[config.mk]
export PLATFORM = sky130hd
export DESIGN_NAME = instr_spi_seq
export DESIGN_NICKNAME = d
export VERILOG_FILES = /design/src/rtl/instr_seq_pkg.sv /design/src/rtl/instr_table.sv /design/src/rtl/req_check.sv /design/src/rtl/bit_shifter.sv /design/src/rtl/instr_spi_seq.sv
export SDC_FILE = /design/constraint.sdc
export NUM_CORES = 2
export LEC_CHECK = 0
export BUFFER_PORTS_ARGS = -buffer_cell sky130_fd_sc_hd__buf_2
export CORE_MARGIN = 4
export CORE_UTILIZATION = 50
export CTS_CLUSTER_DIAMETER = 60
export DETAILED_ROUTE_END_ITERATION = 10
export PLACE_DENSITY = 0.65
export SYNTH_ARGS = -nofsm -noshare
export SYNTH_HDL_FRONTEND = slang
export SYNTH_HIERARCHICAL = 1
export SYNTH_SLANG_ARGS = --single-unit
[constraint.sdc]
create_clock -name clk_i -period 7.6 [get_ports clk_i]
set_input_delay 0.76 -clock clk_i [delete_from_list [all_inputs] [get_ports clk_i]]
set_output_delay 0.76 -clock clk_i [all_outputs]
set_load 0.05 [all_outputs]
[src/rtl/instr_seq_pkg.sv]
`timescale 1ns/1ps
package instr_seq_pkg;
  localparam int BIT_CNT_W = 11;  // up to 255 bytes * 8 bits

  typedef enum logic [5:0] {
    OP_STOP  = 6'd0,
    OP_CMD   = 6'd1,
    OP_ADDR  = 6'd2,
    OP_DUMMY = 6'd3,
    OP_READ  = 6'd4
  } op_e;

  typedef struct packed {
    logic [1:0] rsvd;
    logic [5:0] opc;
    logic [7:0] opd;
  } instr_t;

  typedef enum logic [1:0] {SH_OUT, SH_DUMMY, SH_IN} sh_mode_e;
  typedef enum logic [1:0] {S_IDLE, S_FETCH, S_RUN} st_e;
endpackage

[src/rtl/instr_table.sv]
`timescale 1ns/1ps
// Flop-based instruction store; NUM_SEQ and SLOTS must be powers of two.
module instr_table
  import instr_seq_pkg::*;
#(
  parameter int NUM_SEQ = 16,
  parameter int SLOTS   = 8,
  localparam int SEQ_W  = $clog2(NUM_SEQ),
  localparam int SLOT_W = $clog2(SLOTS),
  localparam int AW     = SEQ_W + SLOT_W,
  localparam int DEPTH  = NUM_SEQ * SLOTS
) (
  input  logic              clk_i,
  input  logic              rst_ni,
  input  logic              we_i,
  input  logic [AW-1:0]     waddr_i,
  input  instr_t            wdata_i,
  input  logic [SEQ_W-1:0]  rd_seq_i,
  input  logic [SLOT_W-1:0] rd_slot_i,
  output instr_t            rdata_o
);
  instr_t mem_q [DEPTH];

  for (genvar i = 0; i < DEPTH; i++) begin : g_ent
    always_ff @(posedge clk_i or negedge rst_ni) begin
      if (!rst_ni)                              mem_q[i] <= '0;
      else if (we_i && waddr_i == AW'(i))       mem_q[i] <= wdata_i;
    end
  end

  assign rdata_o = mem_q[{rd_seq_i, rd_slot_i}];
endmodule

[src/rtl/req_check.sv]
`timescale 1ns/1ps
module req_check #(
  parameter int NUM_SEQ = 16,
  parameter int SEQ_W   = 4,
  parameter int CNT_W   = 5
) (
  input  logic [SEQ_W-1:0] start_i,
  input  logic [CNT_W-1:0] cnt_i,
  output logic             ok_o
);
  logic [CNT_W:0] sum;
  assign sum  = (CNT_W+1)'(start_i) + (CNT_W+1)'(cnt_i);
  assign ok_o = (cnt_i != '0) && (sum <= (CNT_W+1)'(NUM_SEQ));
endmodule

[src/rtl/bit_shifter.sv]
`timescale 1ns/1ps
// Mode-0 bit engine: HALF_DIV cycles low, HALF_DIV high per bit.
module bit_shifter
  import instr_seq_pkg::*;
#(
  parameter int HALF_DIV = 2,
  parameter int DW       = 32,
  parameter int CNT_W    = BIT_CNT_W
) (
  input  logic             clk_i,
  input  logic             rst_ni,
  input  logic             start_i,
  input  sh_mode_e         mode_i,
  input  logic [CNT_W-1:0] nbits_i,
  input  logic [DW-1:0]    word_i,
  input  logic             miso_i,
  output logic             sck_o,
  output logic             mosi_o,
  output logic             fin_o,
  output logic [7:0]       byte_o,
  output logic             byte_vld_o
);
  localparam int DIV_W = (HALF_DIV > 1) ? $clog2(HALF_DIV) : 1;
  localparam logic [DIV_W-1:0] DIV_END = DIV_W'(HALF_DIV - 1);
  localparam int IDX_W = (DW > 1) ? $clog2(DW) : 1;

  logic             active_q, phase_q, fin_q, vld_q;
  logic [DIV_W-1:0] div_q;
  logic [CNT_W-1:0] rem_q, idx;
  logic [DW-1:0]    word_q;
  sh_mode_e         mode_q;
  logic [6:0]       rx_q;
  logic [7:0]       byte_q;
  logic             tick, in_range;

  assign idx      = rem_q - 1'b1;
  assign in_range = idx < CNT_W'(DW);
  assign tick     = active_q && (div_q == DIV_END);

  always_ff @(posedge clk_i or negedge rst_ni) begin
    if (!rst_ni) begin
      active_q <= 1'b0;
      phase_q  <= 1'b0;
      fin_q    <= 1'b0;
      vld_q    <= 1'b0;
      div_q    <= '0;
      rem_q    <= '0;
      word_q   <= '0;
      mode_q   <= SH_DUMMY;
      rx_q     <= '0;
      byte_q   <= '0;
    end else begin
      fin_q <= 1'b0;
      vld_q <= 1'b0;
      if (start_i) begin
        active_q <= 1'b1;
        phase_q  <= 1'b0;
        div_q    <= '0;
        rem_q    <= nbits_i;
        word_q   <= word_i;
        mode_q   <= mode_i;
      end else if (active_q) begin
        if (!tick) begin
          div_q <= div_q + 1'b1;
        end else begin
          div_q <= '0;
          if (!phase_q) begin
            phase_q <= 1'b1;  // rising edge: sample
            if (mode_q == SH_IN) begin
              rx_q <= {rx_q[5:0], miso_i};
              if (rem_q[2:0] == 3'd1) begin
                byte_q <= {rx_q, miso_i};
                vld_q  <= 1'b1;
              end
            end
          end else begin
            phase_q <= 1'b0;  // falling edge: next bit
            rem_q   <= rem_q - 1'b1;
            if (rem_q == CNT_W'(1)) begin
              active_q <= 1'b0;
              fin_q    <= 1'b1;
            end
          end
        end
      end
    end
  end

  assign sck_o      = phase_q;
  assign mosi_o     = active_q && (mode_q == SH_OUT) && in_range && word_q[idx[IDX_W-1:0]];
  assign fin_o      = fin_q;
  assign byte_o     = byte_q;
  assign byte_vld_o = vld_q;
endmodule

[src/rtl/instr_spi_seq.sv]
`timescale 1ns/1ps
module instr_spi_seq
  import instr_seq_pkg::*;
#(
  parameter int NUM_SEQ  = 16,
  parameter int SLOTS    = 8,
  parameter int ADDR_W   = 32,
  parameter int HALF_DIV = 2,
  localparam int SEQ_W   = $clog2(NUM_SEQ),
  localparam int SLOT_W  = $clog2(SLOTS),
  localparam int CNT_W   = $clog2(NUM_SEQ + 1),
  localparam int TAW     = SEQ_W + SLOT_W
) (
  input  logic              clk_i,
  input  logic              rst_ni,
  input  logic              tbl_we_i,
  input  logic [TAW-1:0]    tbl_waddr_i,
  input  logic [15:0]       tbl_wdata_i,
  input  logic              req_i,
  input  logic [SEQ_W-1:0]  req_seq_i,
  input  logic [CNT_W-1:0]  req_cnt_i,
  input  logic [ADDR_W-1:0] req_addr_i,
  output logic              busy_o,
  output logic              done_o,
  output logic              err_o,
  output logic [7:0]        rdata_o,
  output logic              rvalid_o,
  output logic              sck_o,
  output logic              cs_no,
  output logic              mosi_o,
  input  logic              miso_i
);
  st_e                    st_q;
  logic [SEQ_W-1:0]       seq_q;
  logic [SLOT_W-1:0]      slot_q;
  logic [CNT_W-1:0]       left_q;
  logic [ADDR_W-1:0]      addr_q;
  logic                   cs_n_q, done_q, err_q;
  instr_t                 ins;
  logic                   req_ok, fin;
  logic                   is_stop, sh_start, last_slot, seq_end, slot_step;
  logic [BIT_CNT_W-1:0]   nbits;
  sh_mode_e               mode;
  logic [ADDR_W-1:0]      word;

  instr_table #(.NUM_SEQ(NUM_SEQ), .SLOTS(SLOTS)) u_table (
    .clk_i     (clk_i),
    .rst_ni    (rst_ni),
    .we_i      (tbl_we_i),
    .waddr_i   (tbl_waddr_i),
    .wdata_i   (instr_t'(tbl_wdata_i)),
    .rd_seq_i  (seq_q),
    .rd_slot_i (slot_q),
    .rdata_o   (ins)
  );

  req_check #(.NUM_SEQ(NUM_SEQ), .SEQ_W(SEQ_W), .CNT_W(CNT_W)) u_req_check (
    .start_i (req_seq_i),
    .cnt_i   (req_cnt_i),
    .ok_o    (req_ok)
  );

  bit_shifter #(.HALF_DIV(HALF_DIV), .DW(ADDR_W), .CNT_W(BIT_CNT_W)) u_shifter (
    .clk_i      (clk_i),
    .rst_ni     (rst_ni),
    .start_i    (sh_start),
    .mode_i     (mode),
    .nbits_i    (nbits),
    .word_i     (word),
    .miso_i     (miso_i),
    .sck_o      (sck_o),
    .mosi_o     (mosi_o),
    .fin_o      (fin),
    .byte_o     (rdata_o),
    .byte_vld_o (rvalid_o)
  );

  // Instruction decode
  always_comb begin
    nbits   = '0;
    mode    = SH_DUMMY;
    word    = '0;
    is_stop = 1'b0;
    case (ins.opc)
      OP_CMD: begin
        nbits = BIT_CNT_W'(8);
        mode  = SH_OUT;
        word  = ADDR_W'(ins.opd);
      end
      OP_ADDR: begin
        nbits = BIT_CNT_W'(ins.opd);
        mode  = SH_OUT;
        word  = addr_q;
      end
      OP_DUMMY: nbits = BIT_CNT_W'(ins.opd);
      OP_READ: begin
        nbits = BIT_CNT_W'({ins.opd, 3'b000});
        mode  = SH_IN;
      end
      default: is_stop = 1'b1;
    endcase
    if (ins.rsvd != 2'b00) is_stop = 1'b1;
  end

  assign last_slot = slot_q == SLOT_W'(SLOTS - 1);
  assign sh_start  = (st_q == S_FETCH) && !is_stop && (nbits != '0);
  assign seq_end   = ((st_q == S_FETCH) && (is_stop || ((nbits == '0) && last_slot))) ||
                     ((st_q == S_RUN) && fin && last_slot);
  assign slot_step = ((st_q == S_FETCH) && !is_stop && (nbits == '0) && !last_slot) ||
                     ((st_q == S_RUN) && fin && !last_slot);

  always_ff @(posedge clk_i or negedge rst_ni) begin
    if (!rst_ni) begin
      st_q   <= S_IDLE;
      seq_q  <= '0;
      slot_q <= '0;
      left_q <= '0;
      addr_q <= '0;
      cs_n_q <= 1'b1;
      done_q <= 1'b0;
      err_q  <= 1'b0;
    end else begin
      done_q <= 1'b0;
      err_q  <= 1'b0;
      case (st_q)
        S_IDLE: if (req_i) begin
          if (req_ok) begin
            st_q   <= S_FETCH;
            seq_q  <= req_seq_i;
            left_q <= req_cnt_i;
            slot_q <= '0;
            addr_q <= req_addr_i;
            cs_n_q <= 1'b0;
          end else begin
            err_q <= 1'b1;
          end
        end
        S_FETCH: if (sh_start) st_q <= S_RUN;
        S_RUN:   if (fin) st_q <= S_FETCH;
        default: st_q <= S_IDLE;
      endcase
      if (slot_step) slot_q <= slot_q + 1'b1;
      if (seq_end) begin
        if (left_q == CNT_W'(1)) begin
          st_q   <= S_IDLE;
          cs_n_q <= 1'b1;
          done_q <= 1'b1;
        end else begin
          st_q   <= S_FETCH;
          seq_q  <= seq_q + 1'b1;
          left_q <= left_q - 1'b1;
          slot_q <= '0;
        end
      end
    end
  end

  assign busy_o = st_q != S_IDLE;
  assign cs_no  = cs_n_q;
  assign done_o = done_q;
  assign err_o  = err_q;
endmodule

Word-level counts from Yosys, hierarchy flattened

Index checks and enable logic that the tools add are counted.

Bits in registers: 2162
Bits in latches: 0
Bits in writable memories: 0
Memory bits (read-only): 0
Bits of input ports: 69
Output and inout bits: 15
Logic and storage cells: 794
Memories: 0

$add $sub $neg: 6
Multiply operators: 0
Divide/modulo/power cells: 0
$lt $le $gt $ge: 4
Eq/ne operators: 142
Shift operators: 0
Mux-type cells: 70
Bitwise logic cells: 3
Reduce and logical (&&, ||, !) cells: 167

Operators by type and width:

| cell                                                                   | count |
|---|---|
| 7-bit == test (second input constant)                                  | 64 |
| 7-bit by 6-bit == test with 1-bit output (second input constant)       | 32 |
| 1-bit logical AND                                                      | 142 |
| 16-bit binary-select mux with 7-bit select                             | 1 |
| 7-bit by 5-bit == test with 1-bit output (second input constant)       | 16 |
| 32-bit one-hot mux with 2 select lines                                 | 1 |
| 7-bit by 4-bit == test with 1-bit output (second input constant)       | 8 |
| 11-bit two-way mux                                                     | 4 |
| 1-bit two-way mux                                                      | 37 |
| 11-bit one-hot mux with 3 select lines                                 | 1 |
| 16-bit two-way mux                                                     | 2 |
| 7-bit by 3-bit == test with 1-bit output (second input constant)       | 4 |
| 5-bit two-way mux                                                      | 5 |
| 4-bit two-way mux                                                      | 5 |
| 3-bit two-way mux                                                      | 6 |
| 7-bit by 2-bit == test with 1-bit output (second input constant)       | 2 |
| 6-bit by 2-bit == test with 1-bit output (second input constant)       | 2 |
| 11-bit by 1-bit == test with 1-bit output (second input constant)      | 1 |
| 11-bit zero test                                                       | 1 |
| 11-bit by 6-bit < comparator with 1-bit output (second input constant) | 1 |
| 11-bit nonzero test                                                    | 1 |
| 11-bit by 1-bit subtractor with 11-bit output (second input constant)  | 1 |
| 2-bit two-way mux                                                      | 5 |
| 2-bit nonzero test                                                     | 5 |
| other kinds (35)                                                       | 45 |

Logic depth before layout (Yosys ltp)

Depth in word-level cells: 16
Depth in mapped cells: 19
Mapped depth without buffers: 13

Hierarchy

Netlist, hierarchy kept.

By module, submodules not included:

| module        | instances | cells each | area each (um2) | sequential area each (um2) |
|---|---|---|---|---|
| instr_table   | 1         | 5480       | 92434.9         | 51249.2 |
| bit_shifter   | 1         | 230        | 3041.7          | 1627.8 |
| instr_spi_seq | 1         | 326        | 2702.6          | 1227.4 |
| req_check     | 1         | 17         | 166.4           | 0.0 |

Worst setup path after synthesis

No wires, ideal clock.

Kind: flip-flop to flip-flop
From: reg slot_q[0]
To: reg u_shifter.byte_q[0], in the netlist u_shifter/byte_o[0]
Setup time: 0.125 ns
Data arrival time: 5.640 ns
Required time: 7.475 ns
Setup slack: 1.835 ns
Cell stages (with the launch flop): 19
Path buffers: 5
Clock period less this slack: 5.765 ns
Cells stage by stage: dfrtp_1 buf_2 buf_1 mux4_2 mux4_2 mux4_2 mux2_2 or4_1 o31ai_1 a21oi_1 nor3_1 nor2_1 buf_6 nand2b_1 or4_4 buf_6 or3b_4 buf_6 mux2_4

RTL lines:

| element                | RTL line             | source |
|---|---|---|
| from (decl)            | instr_spi_seq.sv:35  | `logic [SLOT_W-1:0] slot_q;` |
| from (signal assigned) | instr_spi_seq.sv:142 | `if (slot_step) slot_q <= slot_q + 1'b1;` |
| to (signal assigned)   | bit_shifter.sv:72    | `byte_q <= {rx_q, miso_i};` |
| to (decl)              | bit_shifter.sv:33    | `logic [7:0] byte_q;` |

==> metrics.txt <==
status completed; Setup TNS 0 ns; Worst EP arrival 7.29 ns; total nets after synthesis 6134; Post-synth top flop dfrtp_1; Overflow after GRT 0; number of pins with negative max-slew slack in the final report 0; number of antenna violations at the first check in global routing 22; relative slew slack 18.5%; num ports 84; via count of the first global-routing pass 57900; Required @ worst endpoint 8.33 ns; Final period util 86.3%; # fillers 15400; number of clock buffers inserted by TritonCTS 230; Leakage 51.0 nW; Area Growth Syn to Fin 11.4%; largest net degree at the start of global routing 178; clock tree root driver cell clkbuf_16; TritonCTS clock tree done; wire length per cell after detailed routing 29.0 um; share of final-layout standard cells stronger than drive strength 1 56.5%; deepest level of the CTS H-tree 4; Setup Viol. Count Final 0; Final HPWL DP 155000 um; remaining antenna violation count after routing 0; deepest clock path buffer count 3; source-to-sink clock delay at the later pin of the worst-skew pair 0.86 ns; Crit. End Element register; effective utilization at floorplan 50.4%; worst vdd rail ir drop 257 uV; EDFF count, synth 0; post-detailed-route via-to-cell ratio 6.13; power density normalized to cell area 261 mW/mm^2; number of vias after detailed routing 54200; total area of multi-input combinational cells 0.0421 mm^2; maximum frequency from static timing analysis 0.152 GHz; Die X 452 um; Die Y 452 um; GRT Overall Usage 25.5%; input/output buffers 83; CP Class reg -> reg; clock transition at the registers of the reported paths 0.06 ns; summed instance area of the synthesized netlist 0.0983 mm^2; unrepaired setup endpoints after global routing no; remaining design rule violation count 0; core outline area 0.195 mm^2; cells after synthesis 6053; post-CTS repair timing setup buffer count 0; sequential cell area fraction in the yosys report 55.0%; commonest cells after routing, fill and taps aside 2154 x dfrtp_1, 2104 x mux2_2, 681 x mux4_2; minimum clock period after layout 6.56 ns; max-cap violations 0; sort of element at the start of the critical path register; Yosys reg bits 2162; drt total wl 256000 um; slew at the pin closest to its max-slew limit 1.22 ns; count of endpoints failing hold in the final timing report 0; fin util 56.1%; number of sinks on the clock net 2162; total iterations of the first detailed-routing run 5; starting DRC count in detailed routing 3651; final net count 6108; highest net fanout along the worst path 53; sequential cell area 0.0541 mm^2; Clock Skew 0.0381 ns; number of warnings printed during yosys synthesis 6; share of synthesized flip-flops with an asynchronous set or reset 100%; Resized Gates After CTS 0; last weighted congestion value of the routability-driven placer 0.858; commonest non-fill, non-tap cell in the layout dfrtp_1; average size of a mapped cell 16.2 um^2; first-pass GRT wire length 388000 um; Yosys cell types 62; number of standard-cell rows in the floorplan 162; worst hold-check path type in -> reg; total die area 0.204 mm^2
[worst max-delay path, stage by stage (launching register included)]
cell and delay, ns:
dfrtp_4 0.91, buf_12 0.41, buf_4 0.36, mux4_2 0.33, mux4_2 0.57, mux4_2 0.64
mux2_2 0.40, nand2b_1 0.19, nor2_1 0.08, o31a_1 0.32, nor3_1 0.43, nor2_4 0.10
nand2b_1 0.20, or4_4 0.51, or3b_4 0.53, mux2_4 0.33
[synthesized netlist by cell type, types with 6 or more instances]
master    instances  area [um^2]
nand2_1         178          668
mux2_4            8          120
clkbuf_1        480         1800
inv_1            13         48.8
dfrtp_1        2160        54100
mux4_2          681        15300
o21ai_0          14         70.1
a21oi_1          13         65.1
nor3b_1          11         82.6
buf_2            49          245
and3_1            9         56.3
xor2_1            8         70.1
mux2_2         2104        23700
nor2_1          114          428
a22o_1           12          105
nor3_1           12         60.1
and2_1           29          181
buf_6             8         90.1
ha_1             11          138
a21o_1            6         45.0
a211oi_1          7         52.6
xnor2_1           8         70.1
buf_1            19         71.3
nand3_1          12         60.1
[where the power goes]
group | leakage, nW | switching, mW | internal (mW) | total [mW]
registers | 29.4 | 0.720 | 12.6 | 13.3
clock network | 3.73 | 4.61 | 6.51 | 11.1
logic | 17.9 | 2.18 | 2.02 | 4.20
[flip-flops by register name, summed over array words and instances, names as in the netlist, 2 cells and up]
signal            flops
u_shifter/mode_q      2
slot_q                3
left_q                5
st_q                  2
u_shifter/byte_o      8
u_shifter/rx_q        7
u_shifter/word_q     32
addr_q               32
seq_q                 4
u_shifter/rem_q      11
u_table/mem_q      2048
[metal layers]
layer,global-route usage [%],share of wire [%],up-vias
met5,0,0,-
met4,7.73,3.0,0
met3,4.12,4.5,421
met2,40.8,48,1112
met1,36.2,44,30100
li1,-,-,22500
[worst paths after layout]
kind / from / end / slack (ns) / depth (start not counted)
min in group asynchronous: rst_ni / u_table/mem_q[1502] / 0.43 / 2
min reg2reg: addr_q[17] / addr_q[17] / 0.47 / 2
max in group asynchronous: rst_ni / u_table/mem_q[731] / 4.84 / 4
min: req_addr_i[2] / addr_q[2] / 0.1 / 3
max: slot_q[2] / u_shifter/byte_o[3] / 1.04 / 15
max reg2reg: slot_q[2] / u_shifter/byte_o[3] / 1.04 / 15
[metrics by stage]
| stage | cells | instance area, um^2 | total power, mW | hold slack [ns] | setup slack (ns) |
|---|---|---|---|---|---|
| after global placement | 8418 | 102000 | 17.6 | 0.454 | 1.15 |
| after floorplan | 6053 | 98300 | 16.1 | 0.437 | 1.84 |
| after detailed placement | 8418 | 102000 | 17.7 | 0.455 | 1.16 |
| after CTS | 8835 | 110000 | 28.9 | 0.0364 | 1.12 |
| final | 8843 | 110000 | 28.6 | 0.0954 | 1.04 |
| after global routing | 8839 | 110000 | 29.8 | 0.0661 | 0.918 |
[final cells by class]
class / instances / share of cell area, %
well taps: 2624 / 3.00
clock buffers: 348 / 6.25
clock inverters: 68 / 0.630
flip-flops and latches: 2162 / 49.4
repair buffers: 302 / 2.25
inverters: 13 / 0.0445
multi-input cells: 3318 / 38.4
diodes: 8 / 0.0183
[kinds of logic (layout without fill, tap and decap cells)]
group / count (synthesis) / after routing / synth area share [%]
XOR/XNOR: 16 / 16 / 0.142
flip-flops: 2162 / 2162 / 55.0
adder cells (fa/ha/maj): 12 / 12 / 0.160
AO/OA/AOI/OAI: 80 / 80 / 0.592
AND/OR/NAND/NOR: 414 / 414 / 1.93
multiplexers: 2796 / 2796 / 39.8
other: 0 / 8 / 0
buffers and inverters: 573 / 731 / 2.33
[timing repair]
action	4_1_cts	5_1_grt
hold buffers	1	0
hold endpoints to repair	22	0
setup endpoints to repair	0	0
Note: power is estimated with default switching activity, not from simulation.
